--- src/rtl/tap_ring_pkg.sv ---
package tap_ring_pkg;

    typedef enum logic [2:0] {
        ST_CLEAR,
        ST_IDLE,
        ST_WRITE,
        ST_READ,
        ST_FINISH
    } ring_state_t;

endpackage

--- src/rtl/tap_ring_ram.sv ---
module tap_ring_ram #(
    parameter int DATA_W = 16,
    parameter int ADDR_W = 6
) (
    input  logic              clk,
    input  logic              we,
    input  logic [ADDR_W-1:0] addr,
    input  logic [DATA_W-1:0] wdata,
    output logic [DATA_W-1:0] rdata
);
    localparam int WORDS = 1 << ADDR_W;

    logic [DATA_W-1:0] mem [WORDS];

    // single port: a write cycle does not update the read register
    always_ff @(posedge clk) begin
        if (we) begin
            mem[addr] <= wdata;
        end else begin
            rdata <= mem[addr];
        end
    end

endmodule

--- src/rtl/tap_ring_addr.sv ---
module tap_ring_addr #(
    parameter int ADDR_W = 6,
    parameter int NTAPS  = 3,
    parameter int IDX_W  = 2
) (
    input  logic [ADDR_W-1:0]       wptr,
    input  logic [NTAPS*ADDR_W-1:0] offsets,
    input  logic [IDX_W-1:0]        sel,
    output logic [ADDR_W-1:0]       rd_addr
);
    logic [ADDR_W-1:0] tap_addr [NTAPS];

    // modulo subtraction: natural wrap of an ADDR_W-bit difference
    for (genvar k = 0; k < NTAPS; k++) begin : g_tap
        assign tap_addr[k] = wptr - offsets[k*ADDR_W +: ADDR_W];
    end

    always_comb begin
        rd_addr = '0;
        for (int k = 0; k < NTAPS; k++) begin
            if (sel == IDX_W'(k)) begin
                rd_addr = tap_addr[k];
            end
        end
    end

endmodule

--- src/rtl/tap_ring_delay.sv ---
module tap_ring_delay
    import tap_ring_pkg::*;
#(
    parameter int DATA_W     = 16,
    parameter int DEPTH_LOG2 = 6,
    parameter int NTAPS      = 3
) (
    input  logic                      clk,
    input  logic                      rst_n,
    input  logic                      sample_stb,
    input  logic [DATA_W-1:0]         sample_in,
    input  logic [NTAPS*DEPTH_LOG2-1:0] tap_offset,
    output logic                      busy,
    output logic                      taps_valid,
    output logic [NTAPS*DATA_W-1:0]   tap_out
);
    localparam int AW       = DEPTH_LOG2;
    localparam int DEPTH    = 1 << AW;
    localparam int IW       = (NTAPS > 1) ? $clog2(NTAPS) : 1;
    localparam int LAST_TAP = NTAPS - 1;
    localparam int STAGE_W  = (NTAPS - 1) * DATA_W;

    ring_state_t state_q, state_d;

    logic [AW-1:0]           clr_cnt_q;
    logic [AW-1:0]           wptr_q;
    logic [IW-1:0]           idx_q;
    logic [DATA_W-1:0]       smp_q;
    logic [NTAPS*AW-1:0]     off_q;
    logic [STAGE_W-1:0]      stage_q;
    logic [NTAPS*DATA_W-1:0] tap_q;
    logic                    valid_q;

    logic              ram_we;
    logic [AW-1:0]     ram_addr;
    logic [DATA_W-1:0] ram_wdata;
    logic [DATA_W-1:0] ram_rdata;
    logic [AW-1:0]     rd_addr;

    // state register
    always_ff @(posedge clk) begin
        if (!rst_n) begin
            state_q <= ST_CLEAR;
        end else begin
            state_q <= state_d;
        end
    end

    // transitions
    always_comb begin
        state_d = state_q;
        unique case (state_q)
            ST_CLEAR:  if (clr_cnt_q == AW'(DEPTH - 1)) state_d = ST_IDLE;
            ST_IDLE:   if (sample_stb) state_d = ST_WRITE;
            ST_WRITE:  state_d = ST_READ;
            ST_READ:   if (idx_q == IW'(LAST_TAP)) state_d = ST_FINISH;
            ST_FINISH: state_d = ST_IDLE;
            default:   state_d = ST_CLEAR;
        endcase
    end

    // datapath and outputs
    always_ff @(posedge clk) begin
        if (!rst_n) begin
            clr_cnt_q <= '0;
            wptr_q    <= '0;
            idx_q     <= '0;
            smp_q     <= '0;
            off_q     <= '0;
            stage_q   <= '0;
            tap_q     <= '0;
            valid_q   <= 1'b0;
        end else begin
            valid_q <= 1'b0;
            case (state_q)
                ST_CLEAR: clr_cnt_q <= clr_cnt_q + 1'b1;
                ST_IDLE: begin
                    if (sample_stb) begin
                        smp_q <= sample_in;
                        off_q <= tap_offset;
                    end
                end
                ST_WRITE: idx_q <= '0;
                ST_READ: begin
                    idx_q <= idx_q + 1'b1;
                    // data of read k arrives while read k+1 is issued
                    for (int k = 0; k < LAST_TAP; k++) begin
                        if (idx_q == IW'(k + 1)) begin
                            stage_q[k*DATA_W +: DATA_W] <= ram_rdata;
                        end
                    end
                end
                ST_FINISH: begin
                    for (int k = 0; k < LAST_TAP; k++) begin
                        tap_q[k*DATA_W +: DATA_W] <= stage_q[k*DATA_W +: DATA_W];
                    end
                    tap_q[LAST_TAP*DATA_W +: DATA_W] <= ram_rdata;
                    wptr_q  <= wptr_q + 1'b1;
                    valid_q <= 1'b1;
                end
                default: ;
            endcase
        end
    end

    tap_ring_addr #(
        .ADDR_W (AW),
        .NTAPS  (NTAPS),
        .IDX_W  (IW)
    ) u_addr (
        .wptr    (wptr_q),
        .offsets (off_q),
        .sel     (idx_q),
        .rd_addr (rd_addr)
    );

    always_comb begin
        ram_we    = 1'b0;
        ram_addr  = rd_addr;
        ram_wdata = smp_q;
        if (state_q == ST_CLEAR) begin
            ram_we    = 1'b1;
            ram_addr  = clr_cnt_q;
            ram_wdata = '0;
        end else if (state_q == ST_WRITE) begin
            ram_we    = 1'b1;
            ram_addr  = wptr_q;
        end
    end

    tap_ring_ram #(
        .DATA_W (DATA_W),
        .ADDR_W (AW)
    ) u_ram (
        .clk   (clk),
        .we    (ram_we),
        .addr  (ram_addr),
        .wdata (ram_wdata),
        .rdata (ram_rdata)
    );

    assign busy       = (state_q == ST_CLEAR);
    assign taps_valid = valid_q;
    assign tap_out    = tap_q;

    // sweep ends only after the last address
    assert_sweep_full_R2: assert property (@(posedge clk) disable iff (!rst_n)
        $fell(busy) |-> ($past(clr_cnt_q) == AW'(DEPTH - 1)));

    assert_busy_no_valid_R3: assert property (@(posedge clk) disable iff (!rst_n)
        busy |-> !taps_valid);

    assert_valid_pulse_R4: assert property (@(posedge clk) disable iff (!rst_n)
        taps_valid |=> !taps_valid);

    assert_taps_hold_R4: assert property (@(posedge clk) disable iff (!rst_n)
        !taps_valid |-> $stable(tap_out));

    assert_ptr_step_R7: assert property (@(posedge clk) disable iff (!rst_n)
        (wptr_q != $past(wptr_q)) |-> (taps_valid && (wptr_q == $past(wptr_q) + 1'b1)));

endmodule

--- config.mk ---
export PLATFORM = sky130hd
export DESIGN_NAME = tap_ring_delay
export DESIGN_NICKNAME = d
export VERILOG_FILES = /design/src/rtl/tap_ring_pkg.sv /design/src/rtl/tap_ring_ram.sv /design/src/rtl/tap_ring_addr.sv /design/src/rtl/tap_ring_delay.sv
export SDC_FILE = /design/constraint.sdc
export NUM_CORES = 1
export LEC_CHECK = 0
export ABC_AREA = 1
export BUFFER_PORTS_ARGS = -buffer_cell sky130_fd_sc_hd__buf_2
export CORE_UTILIZATION = 40
export CTS_BUF_LIST = sky130_fd_sc_hd__clkbuf_4 sky130_fd_sc_hd__clkbuf_8
export DETAILED_ROUTE_END_ITERATION = 7
export PLACE_DENSITY = 0.56
export SYNTH_ARGS = -nofsm -noshare
export SYNTH_HDL_FRONTEND = slang
export SYNTH_SLANG_ARGS = --single-unit
--- constraint.sdc ---
create_clock -name clk -period 4.78 [get_ports clk]
set_clock_uncertainty 0.1 [all_clocks]
set_input_delay 0.239 -clock clk [delete_from_list [all_inputs] [get_ports clk]]
set_output_delay 0.239 -clock clk [all_outputs]
set_load 0.01 [all_outputs]
==> reports/metrics.yaml, run 1 <==
mostFrequentLayoutCell: "nand2_1"
final.min_clock_period_ps: 4160
place_ws_ps: 694
worstSetupEndpoint: "u_ram.mem[9][4]"
utilization_pct: 46.4
worst_ir_drop_vdd_mv: 0.259
fmaxAchievable_mhz: 240
status: "complete, no violations"
track_usage_pct: 21.9
critPathKind: "flip-flop to flip-flop"
yosys_warnings: 0
leakage_nw: 21.2
drc: 0
dieArea_sq_um: 120000
syn_avg_cell_area_sq_um: 11.0
viasPerCell: 5.20
grt_first_pass_wirelength_microns: 199000
place.gp.congestion: 0.891
cts-root-buf: "clkbuf_8"
whs_ps: 138
rows: 126
start_util_pct: 40.3
drive_gt1_share_pct: 12.8
start_kind: "flip-flop"
core_area_sq_um: 118000
max_slew_margin_pct: 31.2
hold_viol: 0
antenna_found_initial: 1
p_per_area_nw_per_um2: 446
worst_slack_ps: 619
maxCapViolCount: 0
fin_total_pwr_mw: 24.4
grt_pass1_vias: 31307
clkLatencyLatePin_ps: 860
final_net_count: 4646
drv_slew: 0
gr-total-overflow: 0
min_path_type: "input port to flip-flop"
portBuffers: 86
ys_seq_area_share_pct: 71.2
die_w_microns: 347
area_growth_pct: 15.1
synthDistinctLibCells: 35
dr.pass1.iters: 5
period_share_pct: 87.0
r2r_slack_ps: 620
ctsHtreeMaxLevel: 4
synthCells: 4318
worst-endpoint-arrival_ps: 4560
postSynthNetCount: 4378
postLayoutCellArea_sq_um: 54800
yosys_most_used_dff: "edfxtp_1"
tns_ps: 0
ctsResizeCount: 0
cp.required_ps: 5180
boundaryPins: 87
dp_hpwl_microns: 77900
synth_area_sq_um: 47600
cts_tree: "built"
r2r_end: "u_ram.mem[9][4]"
startpoint: "wptr_q[1]"
cts_sinks: 1172
postRouteAntennaNets: 0
clk_path_buf_depth: 3
wl_microns: 133000
reg2reg_from: "wptr_q[1]"
cp_max_fo: 17
worstRegToRegCells: 16
synth-async-reset-ratio_pct: 0
endpoint_kind: "flip-flop"
grt_max_degree: 102
rsz0062_at_grt: "no"
yosys_register_bits: 1172
synth_edf_count: 1040
drt_iter0_markers: 2791
wire_per_inst_microns: 21.2
route.vias.total: 32515
path_clk_slew_ps: 70
cts_buffers: 187
mostFrequentLayoutCells: "nand2_1 (1235), edfxtp_1 (1040), nand3_1 (822)"
setup-violations-final: 0
tightest_slew_ps: 1030
dpl_cell_area_sq_um: 50400
die_h_microns: 347
final_cells: 6258
post-place-cells: 5863
[registers in the layout (all words and copies together) (netlist names)]
register and cells:
u_ram.mem 1024, tap_out 48, stage_q 32, off_q 18
smp_q 16, u_ram.rdata 16, clr_cnt_q 6, wptr_q 6
state_q 3, idx_q 2, taps_valid 1
[cell usage after synthesis (all sizes together) (2+ instances only)]
cell type  instances  area [sq um]
a21oi             94           482
a31oi              3          18.8
buf              193          1000
clkbuf            51           191
dfxtp            132          2640
edfxtp          1040         31200
fa                 3          60.1
ha                20           250
inv              105           394
nand2           1242          4670
nand3            822          4110
nand3b             2          15.0
nand4              2          12.5
nor2             494          1920
nor3               9          45.0
nor4               2          12.5
o21ai             95           475
[worst max-delay path, stage by stage, from the launching register on]
cell     delay (ps)
dfxtp_1         560
inv_1           170
fa_1            450
inv_1            90
nand3_1          80
nand2_1          70
nand2_1          40
nand3_1          60
nand2_1          60
nand2_1          90
nand2_1         110
a21oi_1         190
nand3_1         150
nor2_2          690
inv_1           350
nor2_1          190
buf_4           330
[metal layers]
metal	part of all wire, %	track usage, %	up-vias	wire (microns)
met5	0	0	-	0
met4	2.7	7.51	0	3540
met3	6.4	3.98	200	8540
met2	47	35.5	1108	62700
met1	44	29.6	15782	58100
li1	-	-	15425	-
[power breakdown]
group | internal [mW] | switching [mW] | total [mW]
combinational | 1.22 | 3.37 | 4.59
clock | 4.54 | 3.91 | 8.45
sequential | 11.3 | 0.0928 | 11.4
[cells by family after synthesis]
family / count (synthesis) / synth area share [%]
and+or+nand+nor: 2573 / 22.7
DFF: 1172 / 71.2
buffers and inverters: 350 / 3.34
AOI/OAI and AO/OA: 199 / 2.16
adders and majority gates: 23 / 0.652
xor gates and xnor gates: 1 / 0.0184
[how the worst min path moves through the flow]
| stage | from | endpoint | depth (start not counted) |
|---|---|---|---|
| 3_3_place_gp | stage_q[15] | tap_out[15] | 2 |
| 2_1_floorplan | tap_offset[0] | off_q[0] | 2 |
| 3_5_place_dp | stage_q[22] | stage_q[22] | 2 |
| 4_1_cts | sample_in[11] | smp_q[11] | 4 |
| 5_1_grt | sample_in[4] | smp_q[4] | 4 |
| 6_report | sample_in[11] | smp_q[11] | 4 |
[layout make-up]
class | count | area [sq um]
Sequential cell | 1172 | 33900
Clock inverter | 53 | 352
Timing Repair Buffer | 323 | 2650
Multi-Input combinational cell | 2796 | 12300
Clock buffer | 271 | 3270
Tap cell | 1536 | 1920
Fill cell | 10741 | 63300
Inverter | 106 | 398
Antenna cell | 1 | 2.50
[what timing repair did]
item                      4_1_cts  5_1_grt
hold buffers                   70        0
hold endpoints to repair       87        0
buffers inserted                0        0
Note: power is estimated with default switching activity, not from simulation.
==> run 2: changes to the inputs <==
BUFFER_PORTS_ARGS = -buffer_cell sky130_fd_sc_hd__buf_4   (was -buffer_cell sky130_fd_sc_hd__buf_2)
CTS_CLUSTER_SIZE = 25   (was default)
SYNTH_HIERARCHICAL = 1   (was default)
==> run 2 against run 1 <==
  * Setup slack better by 66 ps
  * Sequential power up 9.6%
  * Combinational power rose to 4.1 times the previous value
  * Sequential share of layout area down 2.6 points
  * Cell count up 14%
  * Register-to-register slack improved by 70 ps
  * Largest cell class unchanged
  * Highest routed layer is now met5
==> reports/metrics.yaml, run 2 <==
fmaxAchievable_mhz: 244
core_area_sq_um: 122000
clkLatencyLatePin_ps: 930
syn_avg_cell_area_sq_um: 9.77
tightest_slew_ps: 1140
synth_area_sq_um: 49600
drv_slew: 0
status: "complete, no violations"
ctsResizeCount: 0
place_ws_ps: 645
use_met2_pct: 36.9
dpl_cell_area_sq_um: 52400
portBuffers: 86
final.min_clock_period_ps: 4090
path_clk_slew_ps: 70
p_per_area_nw_per_um2: 704
synthTopCellsByCount: "nand2_1 (2954), edfxtp_1 (1040), nor2_1 (246)"
cts-hold-fix-buffers: 93
synthCells: 5076
ys_seq_area_share_pct: 68.3
mostFrequentLayoutCells: "nand2_1 (2954), edfxtp_1 (1040), nor2_1 (230)"
mostFrequentLayoutCell: "nand2_1"
cts_setup_buffers: 0
drt_iter0_markers: 3036
synth_edf_count: 1040
crit_cells: 15
final_net_count: 5389
cts-root-buf: "clkbuf_8"
cts_buffers: 194
rows: 128
n_fill_cell: 11536
postRouteAntennaNets: 0
wire_per_inst_microns: 19.9
hold_viol: 0
start_kind: "flip-flop"
final_cells: 7114
postLayoutCellArea_sq_um: 57200
place.gp.congestion: 0.912
leakage_nw: 23.8
gr-total-overflow: 0
path_buf_inv: 3
path_common_cell: "nand2_1"
worstSetupEndpoint: "u_ram/rdata[13]"
maxCapViolCount: 0
rsz0062_at_grt: "no"
start_util_pct: 40.6
postSynthNetCount: 5135
drc: 0
post-place-cells: 6666
reg2reg_from: "wptr_q[1]"
min_path_type: "input port to flip-flop"
ctsHtreeMaxLevel: 4
grt_pass1_vias: 33717
grt_max_degree: 167
synthDistinctLibCells: 34
endpoint_kind: "flip-flop"
route.vias.total: 35304
yosys_most_used_dff: "edfxtp_1"
worstRegToRegCells: 15
cp.required_ps: 5330
dr.pass1.iters: 5
die_w_microns: 354
track_usage_pct: 22.6
startpoint: "wptr_q[1]"
critPathKind: "flip-flop to flip-flop"
cts_tree: "built"
antenna_found_initial: 5
yosys_warnings: 6
worst-endpoint-arrival_ps: 4650
wl_microns: 142000
viasPerCell: 4.96
cp_slowest_cell: "dfxtp_1"
cp_cell_sequence: "inv_1, fa_1, o221ai_1, nand2_1, a21oi_4, inv_8, buf_4, nand2_1, nand2_1, nand2_1, nand2_1, nand2_1, nand2_1, nor2_1, nand2_1"
largest_reg_flops: 1024
r2r_slack_ps: 690
max_stage_delay_ps: 550
synth-async-reset-ratio_pct: 0
path_delay_family: "simple AND/OR/NAND/NOR gates"
grtUsageMet3_pct: 3.84
setup-violations-final: 0
clk_path_buf_depth: 3
yosysMostFrequentCell: "nand2_1"
grt-busiest-layer: "met2"
worst_ir_drop_vdd_mv: 0.869
utilization_pct: 46.7
worst_slack_ps: 685
cp_max_fo: 68
use_met1_pct: 30.5
synth_top_cell_area_share_pct: 62.9
period_share_pct: 85.7
boundaryPins: 87
die_h_microns: 354
area_growth_pct: 15.3
dp_hpwl_microns: 80100
cts_sinks: 1172
r2r_end: "u_ram/rdata[13]"
drive_gt1_share_pct: 10.7
regMostFlops: "u_ram/mem"
synth_area_leaders: "edfxtp_1 (63%), nand2_1 (22%), dfxtp_1 (5.3%)"
dieArea_sq_um: 125000
max_slew_margin_pct: 23.8
tns_ps: 0
synth_top_area_cell: "edfxtp_1"
yosys_register_bits: 1172
grt_first_pass_wirelength_microns: 213000
[run 2: cell count changes after synthesis, sizes merged, moves of 7 or more]
cell    previous run  this run
a21oi             94        87
buf              193       169
clkbuf            51        84
inv              105       113
nand2           1242      2961
nand3            822        86
nor2             494       248
nor3               9        18
o211ai             1         9
o21ai             95        87
or2                0         8
[run 2: cell type report]
type	count	area, sq um	share of cell area [%]
Inverter	113	447	0.781
Clock buffer	275	3290	5.75
Clock inverter	78	531	0.928
Sequential cell	1172	33900	59.2
Antenna cell	2	5.00	0.00875
Multi-Input combinational cell	3538	14200	24.9
Tap cell	1625	2030	3.55
Timing Repair Buffer	311	2780	4.86
[run 2: kinds of logic after synthesis]
family                     Yosys count  synth area share [%]
adders and majority gates           22                 0.600
DFF                               1172                  68.3
and+or+nand+nor                   3326                  25.8
AOI/OAI and AO/OA                  186                  1.95
xor gates and xnor gates             4                0.0706
buffers and inverters              366                  3.35
[run 2: power breakdown]
part / switching (mW) / internal (mW) / leakage, nW
clock: 4.10 / 4.71 / 2.02
sequential: 0.316 / 12.2 / 10.6
combinational: 14.1 / 4.83 / 11.1
total: 18.5 / 21.7 / 23.8
[run 2: how the worst min path moves through the flow]
| stage | cells after the start | slack (ps) | end | from |
|---|---|---|---|---|
| 6_report | 7 | 350 | state_q[0] | sample_stb |
| 5_1_grt | 4 | 340 | clr_cnt_q[2] | rst_n |
| 4_1_cts | 7 | 220 | state_q[0] | sample_stb |
| 3_5_place_dp | 2 | 350 | stage_q[11] | stage_q[11] |
| 3_3_place_gp | 2 | 340 | stage_q[14] | stage_q[14] |
| 2_1_floorplan | 2 | 300 | off_q[1] | tap_offset[1] |
[run 2: worst register-to-register path, stage by stage (launching register included)]
cell and delay, ps:
dfxtp_1 550, inv_1 170, fa_1 490, o221ai_1 230, nand2_1 130, a21oi_4 390, inv_8 270, buf_4 430
nand2_1 150, nand2_1 60, nand2_1 50, nand2_1 50, nand2_1 180, nand2_1 250, nor2_1 240, nand2_1 80
[run 2: stage by stage]
| step | power (mW) | hold WS [ps] |
|---|---|---|
| after global routing | 43.2 | 338 |
| after detailed placement | 31.6 | 350 |
| final | 40.3 | 346 |
| after CTS | 40.5 | 218 |
| after global placement | 31.5 | 345 |
| after floorplan | 25.3 | 303 |
[run 2: layer usage]
| metal | vias to the layer above | part of all wire (%) |
|---|---|---|
| met1 | 16904 | 43 |
| met4 | 2 | 2.8 |
| met3 | 242 | 6.4 |
| li1 | 16973 | - |
| met2 | 1183 | 47 |
| met5 | - | 0.0078 |
